[src/rtl/win_seq_pkg.sv]
package win_seq_pkg;
  localparam int unsigned ADDR_W_DEF    = 10;
  localparam int unsigned WIN_COLS_DEF  = 100;
  localparam int unsigned WIN_ROWS_DEF  = 100;
  localparam int unsigned LINE_REP_DEF  = 2;
  localparam int unsigned PIX_CLKS_DEF  = 8;
  localparam int unsigned SYNC_DIV_DEF  = 4;
endpackage

[src/rtl/win_edge_sync.sv]
module win_edge_sync (
  input  logic clk_i,
  input  logic rst_ni,
  input  logic d_i,
  output logic rise_o
);
  logic s1_q, s2_q, s3_q;

  always_ff @(posedge clk_i or negedge rst_ni) begin
    if (!rst_ni) begin
      s1_q <= 1'b0;
      s2_q <= 1'b0;
      s3_q <= 1'b0;
    end else begin
      s1_q <= d_i;
      s2_q <= s1_q;
      s3_q <= s2_q;
    end
  end

  assign rise_o = s2_q & ~s3_q;

  assert_single_rise_R2: assert property (@(posedge clk_i) disable iff (!rst_ni)
    rise_o |=> !rise_o);
endmodule

[src/rtl/win_clk_div.sv]
module win_clk_div #(
  parameter int unsigned DIV = win_seq_pkg::SYNC_DIV_DEF
) (
  input  logic clk_i,
  input  logic rst_ni,
  output logic div_o
);
  localparam int unsigned DW = ($clog2(DIV) > 0) ? $clog2(DIV) : 1;

  logic [DW-1:0] div_q;

  always_ff @(posedge clk_i or negedge rst_ni) begin
    if (!rst_ni) div_q <= '0;
    else         div_q <= div_q + 1'b1;
  end

  assign div_o = div_q[DW-1];

  assert_sync_half_period_R1: assert property (@(posedge clk_i) disable iff (!rst_ni)
    (div_o != $past(div_o)) |=> $stable(div_o));
endmodule

[src/rtl/win_line_ctrl.sv]
module win_line_ctrl #(
  parameter int unsigned ADDR_W   = win_seq_pkg::ADDR_W_DEF,
  parameter int unsigned WIN_ROWS = win_seq_pkg::WIN_ROWS_DEF,
  parameter int unsigned LINE_REP = win_seq_pkg::LINE_REP_DEF
) (
  input  logic              clk_i,
  input  logic              rst_ni,
  input  logic              hd_rise_i,
  input  logic              vd_rise_i,
  input  logic [ADDR_W-1:0] start_row_i,
  input  logic [ADDR_W-1:0] start_col_i,
  output logic              line_go_o,
  output logic [ADDR_W-1:0] start_col_o,
  output logic [ADDR_W-1:0] row_addr_o,
  output logic              row_en_o
);
  localparam int unsigned LINES = WIN_ROWS * LINE_REP;
  localparam int unsigned LW    = $clog2(LINES + 1);
  localparam int unsigned RW    = $clog2(WIN_ROWS + 1);
  localparam int unsigned PW    = ($clog2(LINE_REP) > 0) ? $clog2(LINE_REP) : 1;

  logic              frame_act_q;
  logic [ADDR_W-1:0] start_row_q, start_col_q;
  logic [LW-1:0]     line_idx_q;
  logic [RW-1:0]     win_row_q;
  logic [PW-1:0]     rep_q;

  assign line_go_o   = hd_rise_i & ~vd_rise_i & frame_act_q & (line_idx_q < LW'(LINES));
  assign start_col_o = start_col_q;

  always_ff @(posedge clk_i or negedge rst_ni) begin
    if (!rst_ni) begin
      frame_act_q <= 1'b0;
      start_row_q <= '0;
      start_col_q <= '0;
      line_idx_q  <= '0;
      win_row_q   <= '0;
      rep_q       <= '0;
      row_addr_o  <= '0;
      row_en_o    <= 1'b0;
    end else begin
      row_en_o <= 1'b0;
      if (vd_rise_i) begin
        frame_act_q <= 1'b1;
        start_row_q <= start_row_i;
        start_col_q <= start_col_i;
        line_idx_q  <= '0;
      end else if (line_go_o) begin
        row_en_o   <= 1'b1;
        line_idx_q <= line_idx_q + 1'b1;
        if (line_idx_q == '0) begin
          row_addr_o <= start_row_q;
          win_row_q  <= '0;
          rep_q      <= '0;
        end else if (rep_q == PW'(LINE_REP - 1)) begin
          rep_q      <= '0;
          win_row_q  <= win_row_q + 1'b1;
          row_addr_o <= row_addr_o + 1'b1;  // wraps at array edge
        end else begin
          rep_q <= rep_q + 1'b1;
        end
      end
    end
  end

  assert_line_limit_R5: assert property (@(posedge clk_i) disable iff (!rst_ni)
    (line_idx_q <= LW'(LINES)) && (win_row_q < RW'(WIN_ROWS)));
  assert_row_hold_R4: assert property (@(posedge clk_i) disable iff (!rst_ni)
    !row_en_o |-> $stable(row_addr_o));
  assert_row_pulse_R7: assert property (@(posedge clk_i) disable iff (!rst_ni)
    row_en_o |=> !row_en_o);
  assert_origin_hold_R3: assert property (@(posedge clk_i) disable iff (!rst_ni)
    !vd_rise_i |=> $stable(start_col_q) && $stable(start_row_q));
endmodule

[src/rtl/win_pixel_ctrl.sv]
module win_pixel_ctrl #(
  parameter int unsigned ADDR_W   = win_seq_pkg::ADDR_W_DEF,
  parameter int unsigned WIN_COLS = win_seq_pkg::WIN_COLS_DEF,
  parameter int unsigned PIX_CLKS = win_seq_pkg::PIX_CLKS_DEF
) (
  input  logic              clk_i,
  input  logic              rst_ni,
  input  logic              line_go_i,
  input  logic              abort_i,
  input  logic [ADDR_W-1:0] start_col_i,
  output logic [ADDR_W-1:0] col_addr_o,
  output logic              col_en_o
);
  localparam int unsigned CW = ($clog2(WIN_COLS) > 0) ? $clog2(WIN_COLS) : 1;
  localparam int unsigned SW = ($clog2(PIX_CLKS) > 0) ? $clog2(PIX_CLKS) : 1;

  logic          busy_q;
  logic [CW-1:0] pix_q;
  logic [SW-1:0] sub_q;

  always_ff @(posedge clk_i or negedge rst_ni) begin
    if (!rst_ni) begin
      busy_q     <= 1'b0;
      pix_q      <= '0;
      sub_q      <= '0;
      col_addr_o <= '0;
      col_en_o   <= 1'b0;
    end else begin
      col_en_o <= 1'b0;
      if (abort_i) begin
        busy_q <= 1'b0;
      end else if (line_go_i) begin
        busy_q     <= 1'b1;
        pix_q      <= '0;
        sub_q      <= '0;
        col_addr_o <= start_col_i;
        col_en_o   <= 1'b1;
      end else if (busy_q) begin
        if (sub_q == SW'(PIX_CLKS - 1)) begin
          sub_q <= '0;
          if (pix_q == CW'(WIN_COLS - 1)) begin
            busy_q <= 1'b0;
          end else begin
            pix_q      <= pix_q + 1'b1;
            col_addr_o <= col_addr_o + 1'b1;  // wraps at array edge
            col_en_o   <= 1'b1;
          end
        end else begin
          sub_q <= sub_q + 1'b1;
        end
      end
    end
  end

  assert_col_step_R6: assert property (@(posedge clk_i) disable iff (!rst_ni)
    !line_go_i |=> (col_addr_o == $past(col_addr_o)) || (col_addr_o == $past(col_addr_o) + 1'b1));
  assert_col_pulse_R7: assert property (@(posedge clk_i) disable iff (!rst_ni)
    col_en_o |=> !col_en_o);
  assert_idle_quiet_R10: assert property (@(posedge clk_i) disable iff (!rst_ni)
    abort_i |=> !col_en_o);
endmodule

[src/rtl/win_readout_seq.sv]
module win_readout_seq #(
  parameter int unsigned ADDR_W   = win_seq_pkg::ADDR_W_DEF,
  parameter int unsigned WIN_COLS = win_seq_pkg::WIN_COLS_DEF,
  parameter int unsigned WIN_ROWS = win_seq_pkg::WIN_ROWS_DEF,
  parameter int unsigned LINE_REP = win_seq_pkg::LINE_REP_DEF,
  parameter int unsigned PIX_CLKS = win_seq_pkg::PIX_CLKS_DEF,
  parameter int unsigned SYNC_DIV = win_seq_pkg::SYNC_DIV_DEF
) (
  input  logic              clk_i,
  input  logic              rst_ni,
  input  logic              hd_i,
  input  logic              vd_i,
  input  logic [ADDR_W-1:0] start_row_i,
  input  logic [ADDR_W-1:0] start_col_i,
  output logic              sync_clk_o,
  output logic [ADDR_W-1:0] row_addr_o,
  output logic [ADDR_W-1:0] col_addr_o,
  output logic              row_en_o,
  output logic              col_en_o
);
  logic              hd_rise, vd_rise, line_go;
  logic [ADDR_W-1:0] start_col;

  win_edge_sync u_hd_sync (.clk_i, .rst_ni, .d_i(hd_i), .rise_o(hd_rise));
  win_edge_sync u_vd_sync (.clk_i, .rst_ni, .d_i(vd_i), .rise_o(vd_rise));

  win_clk_div #(.DIV(SYNC_DIV)) u_div (.clk_i, .rst_ni, .div_o(sync_clk_o));

  win_line_ctrl #(
    .ADDR_W(ADDR_W), .WIN_ROWS(WIN_ROWS), .LINE_REP(LINE_REP)
  ) u_line (
    .clk_i, .rst_ni,
    .hd_rise_i(hd_rise), .vd_rise_i(vd_rise),
    .start_row_i, .start_col_i,
    .line_go_o(line_go), .start_col_o(start_col),
    .row_addr_o, .row_en_o
  );

  win_pixel_ctrl #(
    .ADDR_W(ADDR_W), .WIN_COLS(WIN_COLS), .PIX_CLKS(PIX_CLKS)
  ) u_pix (
    .clk_i, .rst_ni,
    .line_go_i(line_go), .abort_i(vd_rise),
    .start_col_i(start_col),
    .col_addr_o, .col_en_o
  );

  assert_strobe_align_R7: assert property (@(posedge clk_i) disable iff (!rst_ni)
    row_en_o |-> col_en_o);
endmodule

[config.mk]
export PLATFORM = sky130hd
export DESIGN_NAME = win_readout_seq
export DESIGN_NICKNAME = d
export VERILOG_FILES = /design/src/rtl/win_seq_pkg.sv /design/src/rtl/win_edge_sync.sv /design/src/rtl/win_clk_div.sv /design/src/rtl/win_line_ctrl.sv /design/src/rtl/win_pixel_ctrl.sv /design/src/rtl/win_readout_seq.sv
export SDC_FILE = /design/constraint.sdc
export NUM_CORES = 1
export LEC_CHECK = 0
export CAP_MARGIN = 20
export CELL_PAD_IN_SITES_DETAIL_PLACEMENT = 0
export CELL_PAD_IN_SITES_GLOBAL_PLACEMENT = 1
export CORE_ASPECT_RATIO = 0.75
export CORE_MARGIN = 5
export CORE_UTILIZATION = 46
export DETAILED_ROUTE_END_ITERATION = 8
export PLACE_DENSITY = 0.83
export SKIP_LAST_GASP = 1
export SLEW_MARGIN = 5
export SYNTH_ARGS = -nofsm -noshare
export SYNTH_HDL_FRONTEND = slang
export SYNTH_SLANG_ARGS = --single-unit
[constraint.sdc]
create_clock -name clk_i -period 2.9 [get_ports clk_i]
set_clock_uncertainty 0.15 [all_clocks]
set_input_delay 0.58 -clock clk_i [delete_from_list [all_inputs] [get_ports clk_i]]
set_output_delay 0.58 -clock clk_i [all_outputs]
set_load 0.05 [all_outputs]
## Word level (Yosys, flattened, before mapping)

Cells that the tools add are included.

- Add/sub/neg operators: 7
- Equal/unequal tests: 3
- Bitwise logic cells: 8
- Multiplexer cells: 28
- Reduce and logical (&&, ||, !) cells: 9
- $lt $le $gt $ge: 1

Operators with widths:

| operator | number |
|---|---|
| $mux W10 | 6 |
| $mux W7 | 4 |
| $add A10 B1 Y10 const B | 2 |
| $mux W8 | 2 |
| $mux W1 | 13 |
| $mux W3 | 3 |
| $add A8 B1 Y8 const B | 1 |
| $logic_not A8 Y1 | 1 |
| $lt A8 B8 Y1 const B | 1 |
| $reduce_bool A2 Y1 | 4 |
| $add A7 B1 Y7 const B | 1 |
| $eq A7 B7 Y1 const B | 1 |
| $and A1 B1 Y1 | 5 |
| $reduce_and A2 Y1 | 2 |
| $reduce_and A4 Y1 | 1 |
| $add A3 B1 Y3 const B | 1 |
| $eq A3 B3 Y1 const B | 1 |
| $not A1 Y1 | 3 |
| $reduce_and A3 Y1 | 1 |
| $add A2 B1 Y2 const B | 1 |
| $ne A2 B2 Y1 const B | 1 |
| $add A1 B1 Y1 const B | 1 |

- Output and inout port bits: 23
- Flip-flop bits (word level): 71
- Input bits: 24
- Word-level logic and storage cells: 75

## Logic depth before layout (Yosys ltp)

Gate-level depths: netlist (run 1).

- Word-level depth: 8
- Depth in mapped cells: 7
- Mapped depth without buffers: 6

## Cells and area by module

A second synthesis (run 1) with hierarchy kept.

- Cell total of the unflattened synthesis: 323
- Area total of the unflattened synthesis: 3,579.7 µm²

Modules (own cells, without submodules):

| module | area each (µm²) | cells each | instances | seq. area each (µm²) |
|---|---|---|---|---|
| win_line_ctrl | 2,079.5 | 171 | 1 | 1,026.0 |
| win_pixel_ctrl | 1,260.0 | 140 | 1 | 550.5 |
| win_edge_sync | 88.8 | 4 | 2 | 75.1 |
| win_clk_div | 62.6 | 4 | 1 | 50.0 |

## Least setup slack after synthesis (run 1)

Ideal clock, no wire load.

- Kind: reg-to-reg
- Start point: register u_pix.col_addr_o[0]
- End point: register u_pix.col_addr_o[6]
- Required time: 2.668 ns
- Path slack: 0.893 ns
- Setup time: 0.082 ns
- Stages on the path, launching flop included: 6
- Arrival time: 1.775 ns
- Clock period less this slack: 2.007 ns
- Buffers on the path: 0
- Cell sequence: dfrtp_1 -> ha_1 -> and3_1 -> nand3_1 -> or4_1 -> a31oi_1

- Word-level cells in the longest chain between the ends: 5

RTL lines:

| what | line | source |
|---|---|---|
| start: declaration | win_pixel_ctrl.sv:11 | `output logic [ADDR_W-1:0] col_addr_o,` |
| start signal: assignment | win_pixel_ctrl.sv:36 | `col_addr_o <= start_col_i;` |
| start signal: assignment | win_pixel_ctrl.sv:45 | `col_addr_o <= col_addr_o + 1'b1;` |
| $add A10 B1 Y10 | win_pixel_ctrl.sv:45 |  |
| $mux W10 | win_pixel_ctrl.sv:41 | `if (pix_q == CW'(WIN_COLS - 1)) begin` |
| $mux W10 | win_pixel_ctrl.sv:39 | `if (sub_q == SW'(PIX_CLKS - 1)) begin` |
| $mux W10 | win_pixel_ctrl.sv:38 | `end else if (busy_q) begin` |
| $mux W10 | win_pixel_ctrl.sv:32 | `end else if (line_go_i) begin` |

No other way between the ends. The select of a mux whose other input is x is not followed.
A chain may end at the register's enable or synchronous reset.

## Final worst setup path (run 1)

- Start point: register u_line.row_addr_o[5]
- End point: output port row_addr_o[5]

RTL lines:

| what | line | source |
|---|---|---|
| start: declaration | win_line_ctrl.sv:14 | `output logic [ADDR_W-1:0] row_addr_o,` |
| start signal: assignment | win_line_ctrl.sv:52 | `row_addr_o <= start_row_q;` |
| start signal: assignment | win_line_ctrl.sv:58 | `row_addr_o <= row_addr_o + 1'b1;` |
| end: declaration | win_readout_seq.sv:16 | `output logic [ADDR_W-1:0] row_addr_o,` |

No word-level cell between the ends.

==> summary.txt, run 1 <==
Route
  • Drt via density: 5.60
  • Via count: 2,879
  • DR WL/cell: 16.2 µm
  • DRT antenna net count: 0
  • DR DRC count: 0
  • Pre-antenna DRT Iters: 4
  • DR iter-0 viols: 151
  • WL final: 8320 µm

Critical path
  • Setup crit end kind: output pin
  • Setup CP Type: reg -> out
  • Required time of the worst setup path: 2.17 ns
  • WP buf/inv: 1
  • Cell Chain, Critical Path: clkdlybuf4s50_1
  • Worst-path maximum fanout: 8
  • Cell family with most CP delay: buffers and inverters
  • CP Data Arrival Time: 1.71 ns
  • Slowest-stage cell, CP: clkdlybuf4s50_1
  • Worst path max stage delay: 0.86 ns
  • Startpoint types: flip-flop

Floorplanning
  • Ports: 47
  • Site Rows: 27
  • Core Region: 7400 µm²
  • Die area: 9530 µm²
  • Die Height: 85.8 µm
  • Initial Util: 47.6%
  • DIE WIDTH: 111 µm

Status
  • Status: complete, no violations

Layout
  • Synth-to-Final Area Change: 21.8%
  • Reg area: 1780 µm²
  • Multi-input logic area: 1610 µm²
  • Ant. Diodes: 0
  • Layout cells sized above 1: 8.72%
  • # fillers: 626
  • Nets: 439

Job
  • Max-cap violations: 0

Logic synthesis
  • Syn nets: 397
  • Most used flip-flop cell after synthesis: dfrtp_1
  • Synth Instances: 366
  • Cell area after synthesis: 3520 µm²
  • Synth async-reset ratio: 100%
  • Syn avg cell area: 9.63 µm²
  • Synth warn: 0
  • Register area share after synthesis: 50.4%
  • Seq cells post-synth: 71
  • EDFF count, synth: 0
  • Cell variety after synth: 52

Global route
  • Wire length of the first global-routing pass: 14,200 µm
  • Vias in the first global route: 2,792
  • Largest net degree at the start of global routing: 72
  • Tot GR Track Use: 18.6%
  • Global route total overflow: 0
  • Initial antenna violation count: 0

Timing
  • FMAX: 410 MHz
  • Post-route clock period utilization: 84.0%
  • Final Setup Violations: 0
  • Min Hold Slack: 0.0861 ns
  • Unrepaired setup endpoints after global routing: false
  • Slew at the pin closest to its max-slew limit: 1.05 ns
  • Final Hold Viols: 0
  • Slew headroom: 29.7%
  • Tmin final: 2.44 ns
  • Setup TNS: 0 ns
  • Max-slew violation count: 0

Place
  • DP HPWL: 5450 µm
  • Routability cong.: 0.794
  • I/O Buffers: 46

CTS
  • Cts hold-fix bufs: 0
  • Number of buffers added for setup after CTS: 0
  • CTS Root Cell: clkbuf_8
  • CTS resizes: 0
  • CTS tree: built
  • Num CTS Buffers: 9
  • TritonCTS Sinks: 71
  • H-tree levels: 3
  • Worst-skew pair later-pin latency: 0.36 ns
  • Max clock buf depth: 2
  • Worst-path clk slew: 0.08 ns

Power and ir drop
  • Worst IR Drop VDD: 363 µV
  • P per Cell Area: 780 nW/µm²
  • Leak: 0.00188 µW

Hold path
  • Worst min-delay path category: in -> async
-- where the power goes --
part	switching (µW)	leakage [µW]	internal, µW
clock network	383	0.000112	529
registers	202	0.000880	1160
logic	671	0.000888	406
total	1260	0.00188	2090
-- routing by layer --
metal | routed length (µm) | share of wire [%] | GRT usage (%) | up-vias
met5 | 0 | 0 | 0 | -
met4 | 78 | 0.94 | 4.31 | 0
met3 | 439 | 5.3 | 7.12 | 8
met2 | 3450 | 41 | 26.4 | 64
met1 | 4350 | 52 | 27.0 | 1397
li1 | - | - | - | 1410
-- flip-flops by register name, indices dropped and copies added (netlist names), 2 cells and up --
signal / cells
u_div.div_q: 2
u_pix.sub_q: 3
u_pix.col_addr_o: 10
u_line.start_col_o: 10
u_line.row_addr_o: 10
u_line.start_row_q: 10
u_pix.pix_q: 7
u_line.line_idx_q: 8
-- cell usage after synthesis, types with 2 or more instances --
| library cell | instances | area share, % |
|---|---|---|
| nor2_1 | 15 | 1.6 |
| buf_2 | 6 | 0.85 |
| nor3_1 | 3 | 0.43 |
| and3_1 | 10 | 1.8 |
| clkbuf_2 | 2 | 0.28 |
| ha_1 | 7 | 2.5 |
| nand2b_1 | 4 | 0.71 |
| clkbuf_1 | 7 | 0.75 |
| a211oi_1 | 7 | 1.5 |
| nor4_1 | 2 | 0.35 |
| nor2b_1 | 2 | 0.35 |
| nand4_1 | 7 | 1.2 |
| a2bb2oi_1 | 8 | 2.0 |
| and4_1 | 2 | 0.50 |
| o211ai_1 | 4 | 0.85 |
| or3_1 | 5 | 0.89 |
| o311ai_0 | 4 | 0.99 |
| o31ai_1 | 4 | 0.85 |
| buf_1 | 3 | 0.32 |
| o22ai_1 | 4 | 0.71 |
| or4b_1 | 3 | 0.85 |
| a21oi_1 | 9 | 1.3 |
| inv_1 | 7 | 0.75 |
| or4_1 | 4 | 0.85 |
| a31oi_1 | 13 | 2.3 |
| o21a_1 | 2 | 0.43 |
| nand2_1 | 83 | 8.8 |
| xor2_1 | 3 | 0.75 |
| a41o_1 | 2 | 0.57 |
| mux2_2 | 2 | 0.64 |
| dfrtp_1 | 71 | 50 |
| o21ai_0 | 17 | 2.4 |
| buf_4 | 3 | 0.64 |
| nand3_1 | 19 | 2.7 |
| nand4b_1 | 4 | 0.99 |
| mux2i_1 | 2 | 0.57 |
-- cell usage in the layout, fill, tap and decap left out, types with 2 or more instances in the layout --
master / instances
nand2_1: 83
dfrtp_1: 71
clkdlybuf4s50_1: 45
nand3_1: 19
o21ai_0: 17
nor2_1: 15
a31oi_1: 13
clkbuf_8: 11
and3_1: 10
a21oi_1: 9
a2bb2oi_1: 8
inv_1: 7
nand4_1: 7
a211oi_1: 7
ha_1: 7
buf_4: 6
or3_1: 5
nand2b_1: 4
o31ai_1: 4
or4_1: 4
o211ai_1: 4
o311ai_0: 4
o22ai_1: 4
nand4b_1: 4
xor2_1: 3
nor3_1: 3
or4b_1: 3
and4_1: 2
nor4_1: 2
mux2i_1: 2
a41o_1: 2
mux2_2: 2
o21a_1: 2
clkinvlp_4: 2
bufinv_16: 2
-- path summary, 6_finish.rpt --
kind	from	end	slack, ns	cells after the start
hold reg to reg	u_hd_sync.s1_q$_DFF_PN0_	u_hd_sync.s2_q$_DFF_PN0_	0.20	0
setup reg to reg	u_pix.sub_q[0]$_DFFE_PN0P_	u_pix.col_addr_o[6]$_DFFE_PN0P_	0.48	5
max in group asynchronous	rst_ni	u_pix.pix_q[3]$_DFFE_PN0P_	2.19	2
setup / recovery	u_line.row_addr_o[5]$_DFFE_PN0P_	row_addr_o[5]	0.46	1
hold / removal	rst_ni	u_line.row_addr_o[7]$_DFFE_PN0P_	0.09	2
min in group clk_i	u_hd_sync.s1_q$_DFF_PN0_	u_hd_sync.s2_q$_DFF_PN0_	0.20	0
-- metrics by stage --
stage / worst slack, ns / instance area [µm²] / utilization (%) / total power, µW / cells
6_report: 0.463 / 4290 / 58.0 / 3350 / 514
5_1_grt: 0.309 / 4290 / 58.0 / 3540 / 514
4_1_cts: 0.450 / 4290 / 58.0 / 3380 / 514
3_5_place_dp: 0.551 / 4060 / 54.9 / 2460 / 498
3_3_place_gp: 0.641 / 4060 / 54.9 / 2450 / 498
2_1_floorplan: 0.893 / 3520 / - / 2070 / 366
-- logic make-up (layout without fill, tap and decap cells) --
group                    Yosys count  count (layout)  synth area share (%)
XOR/XNOR                           4               4                 0.994
multiplexers                       4               4                  1.21
buffers and inverters             30              77                  4.01
adder cells (fa/ha/maj)            7               7                  2.48
AND/OR/NAND/NOR                  172             172                  25.5
AO/OA/AOI/OAI                     78              78                  15.4
flip-flops                        71              71                  50.4
-- layout make-up --
class	count	share of cell area (%)
clock inverters	5	1.86
inverters	8	0.699
clock buffers	11	3.53
flip-flops and latches	71	41.4
multi-input cells	265	37.5
well taps	101	2.94
repair buffers	53	12.1
Note: power is estimated with default switching activity, not from simulation.
==> run 2: changes to the inputs <==
Settings changed: CORE_UTILIZATION 46 to 42, PLACE_DENSITY 0.83 to 0.77.
Clock period 2.9 ns to 2.6 ns, I/O delays scaled along.
==> run 2 against run 1 <==
Effect of this change:
- worst setup slack worse by 0.27 ns
- combinational power is 13% higher
- final area is 0.82% higher
- flip-flop and latch count stayed put
- first-iteration DRC count is 4.0% higher
- global-route usage is 0.36 points higher
- register-to-register slack worse by 0.05 ns
- clock power is 5.0% higher
- critical path depth stayed put
- power is 10% higher
- cell count is 2.5% higher
==> summary.txt, run 2 (synthesized netlist as in run 1, its figures left out) <==
Power and ir drop
  • Sw frac: 38.1% (was 37.5%)
  • Flop pwr share: 41.1% (was 40.6%)
  • Clock network fraction of design power: 25.9% (was 27.2%)
  • Int Pwr: 2290 µW (was 2090 µW)
  • P_sw: 1410 µW (was 1260 µW)
  • Worst IR Drop VDD: 400 µV (was 363 µV)
  • P per Cell Area: 855 nW/µm² (was 780 nW/µm²)
  • Power share of the combinational group: 33.0% (was 32.1%)
  • Leak: 0.00190 µW (was 0.00188 µW)

Timing
  • Unrepaired setup endpoints after global routing: false (unchanged)
  • Max-slew violation count: 0 (unchanged)
  • Slew headroom: 57.6% (was 29.7%)
  • FMAX: 415 MHz
  • Final Hold Viols: 0 (unchanged)
  • Tmin final: 2.41 ns
  • Final Setup Violations: 0 (unchanged)
  • Slew at the pin closest to its max-slew limit: 0.633 ns (was 1.05 ns)
  • Setup TNS: 0 ns (unchanged)
  • Post-route clock period utilization: 92.6%
  • Min Hold Slack: 0.0269 ns (was 0.0861 ns)

Floorplanning
  • Core Region: 8310 µm² (was 7400 µm²)
  • DIE WIDTH: 116 µm (was 111 µm)
  • Ports: 47 (unchanged)
  • Site Rows: 29 (was 27)
  • Die area: 10,300 µm² (was 9530 µm²)
  • Die Height: 89.3 µm (was 85.8 µm)
  • Initial Util: 42.4% (was 47.6%)

Route
  • M1 WL: 4530 µm (was 4350 µm)
  • DR DRC count: 0 (unchanged)
  • Pre-antenna DRT Iters: 4 (unchanged)
  • DRT antenna net count: 0 (unchanged)
  • Met3 wire length: 516 µm (was 439 µm)
  • WL final: 8840 µm (was 8320 µm)
  • DR iter-0 viols: 157 (was 151)
  • Top routing layer in use: met4 (unchanged)
  • DR WL/cell: 16.8 µm (was 16.2 µm)
  • Drt via density: 5.54 (was 5.60)
  • Via count: 2,917 (was 2,879)
  • Met2 wire len: 3750 µm (was 3450 µm)

Place
  • Routability cong.: 0.824 (was 0.794)
  • Dpl cell area: 4120 µm² (was 4060 µm²)
  • DP HPWL: 5900 µm (was 5450 µm)
  • Placed cells: 511 (was 498)
  • I/O Buffers: 46 (unchanged)

CTS
  • Cts hold-fix bufs: 0 (unchanged)
  • Worst-skew pair later-pin latency: 0.35 ns (was 0.36 ns)
  • H-tree levels: 3 (unchanged)
  • CTS tree: built (unchanged)
  • Number of buffers added for setup after CTS: 0 (unchanged)
  • Num CTS Buffers: 9 (unchanged)
  • TritonCTS Sinks: 71 (unchanged)
  • CTS resizes: 0 (unchanged)
  • Worst-path clk slew: 0.08 ns (about the same)
  • CTS Root Cell: clkbuf_8 (unchanged)
  • Max clock buf depth: 2 (unchanged)

Layout
  • Synth-to-Final Area Change: 22.8% (was 21.8%)
  • Fin cells: 527 (was 514)
  • Final instance area: 4330 µm² (was 4290 µm²)
  • Most frequent cells in the layout: 83 x nand2_1, 71 x dfrtp_1, 45 x clkdlybuf4s50_1, 19 x nand3_1, 17 x o21ai_0 (unchanged)
  • Final core occ: 52.1% (was 58.0%)
  • Commonest non-fill, non-tap cell in the layout: nand2_1 (unchanged)
  • Ant. Diodes: 0 (unchanged)
  • Layout cells sized above 1: 9.79% (was 8.72%)
  • Nets: 445 (was 439)

Critical path
  • WP buf/inv: 1 (unchanged)
  • Cell Chain, Critical Path: clkdlybuf4s50_1 (unchanged)
  • Setup crit end kind: output pin (unchanged)
  • Slowest-stage cell, CP: clkdlybuf4s50_1 (unchanged)
  • Setup CP Type: reg -> out (unchanged)
  • Cell family with most CP delay: buffers and inverters (unchanged)
  • Worst-path maximum fanout: 8 (unchanged)
  • Required time of the worst setup path: 1.93 ns (was 2.17 ns)
  • Startpoint types: flip-flop (unchanged)
  • Worst path max stage delay: 0.87 ns (was 0.86 ns)
  • CP Data Arrival Time: 1.74 ns (was 1.71 ns)

Global route
  • Initial antenna violation count: 0 (unchanged)
  • Vias in the first global route: 2,899 (was 2,792)
  • Wire length of the first global-routing pass: 15,300 µm (was 14,200 µm)
  • Global route total overflow: 0 (unchanged)
  • Largest net degree at the start of global routing: 72 (unchanged)
  • Tot GR Track Use: 19.0% (was 18.6%)

Hold path
  • Worst min-delay path category: in -> async (unchanged)

Job
  • Max-cap violations: 0 (unchanged)

Status
  • Status: complete, no violations (unchanged)
[run 2: power by group through the flow]
stage,Combinational (µW),Sequential (µW),Clock (µW)
after floorplan,431,1880,0
after global placement,1210,1530,0
after detailed placement,1220,1540,0
after CTS,1230,1520,982
after global routing,1320,1560,1030
final,1220,1520,959
[run 2: final cells by class]
class	instances	area [µm²]
Fill cell	768	3980
Sequential cell	71	1780
Multi-Input combinational cell	265	1610
Timing Repair Buffer	59	566
Tap cell	108	135
Clock buffer	10	128
Clock inverter	6	85.1
Inverter	8	30.0
[run 2: worst paths after layout]
path	slack, ns	startpoint	cells after the start	end
worst max register to register	0.43	u_pix.sub_q[0]$_DFFE_PN0P_	6	u_pix.col_addr_o[0]$_DFFE_PN0P_
min in group clk_i	0.21	u_vd_sync.s1_q$_DFF_PN0_	0	u_vd_sync.s2_q$_DFF_PN0_
worst max-delay path	0.19	u_line.row_addr_o[5]$_DFFE_PN0P_	1	row_addr_o[5]
worst min register to register	0.21	u_vd_sync.s1_q$_DFF_PN0_	0	u_vd_sync.s2_q$_DFF_PN0_
worst min-delay path	0.03	rst_ni	2	u_line.start_col_o[8]$_DFFE_PN0P_
max in group asynchronous	1.95	rst_ni	2	u_line.row_addr_o[2]$_DFFE_PN0P_
[run 2: routing by layer]
layer | vias up | track usage, %
met2 | 76 | 26.6
met5 | - | 0
li1 | 1425 | -
met1 | 1411 | 28.4
met3 | 5 | 5.48
met4 | 0 | 5.58
[run 2: worst register-to-register path: cells and delay by family, from the launching register on]
| kind | cells | cell delay (ns) |
|---|---|---|
| AND/OR/NAND/NOR | 2 | 0.73 |
| flip-flops | 1 | 0.37 |
| buffers and inverters | 1 | 0.34 |
| adder cells (fa/ha/maj) | 2 | 0.34 |
| AO/OA/AOI/OAI | 1 | 0.16 |
[run 2: stage by stage]
step / worst slack, ns / total power, µW
6_report: 0.192 / 3700
5_1_grt: 0.108 / 3920
4_1_cts: 0.171 / 3730
3_5_place_dp: 0.420 / 2760
3_3_place_gp: 0.479 / 2740
2_1_floorplan: 0.593 / 2310
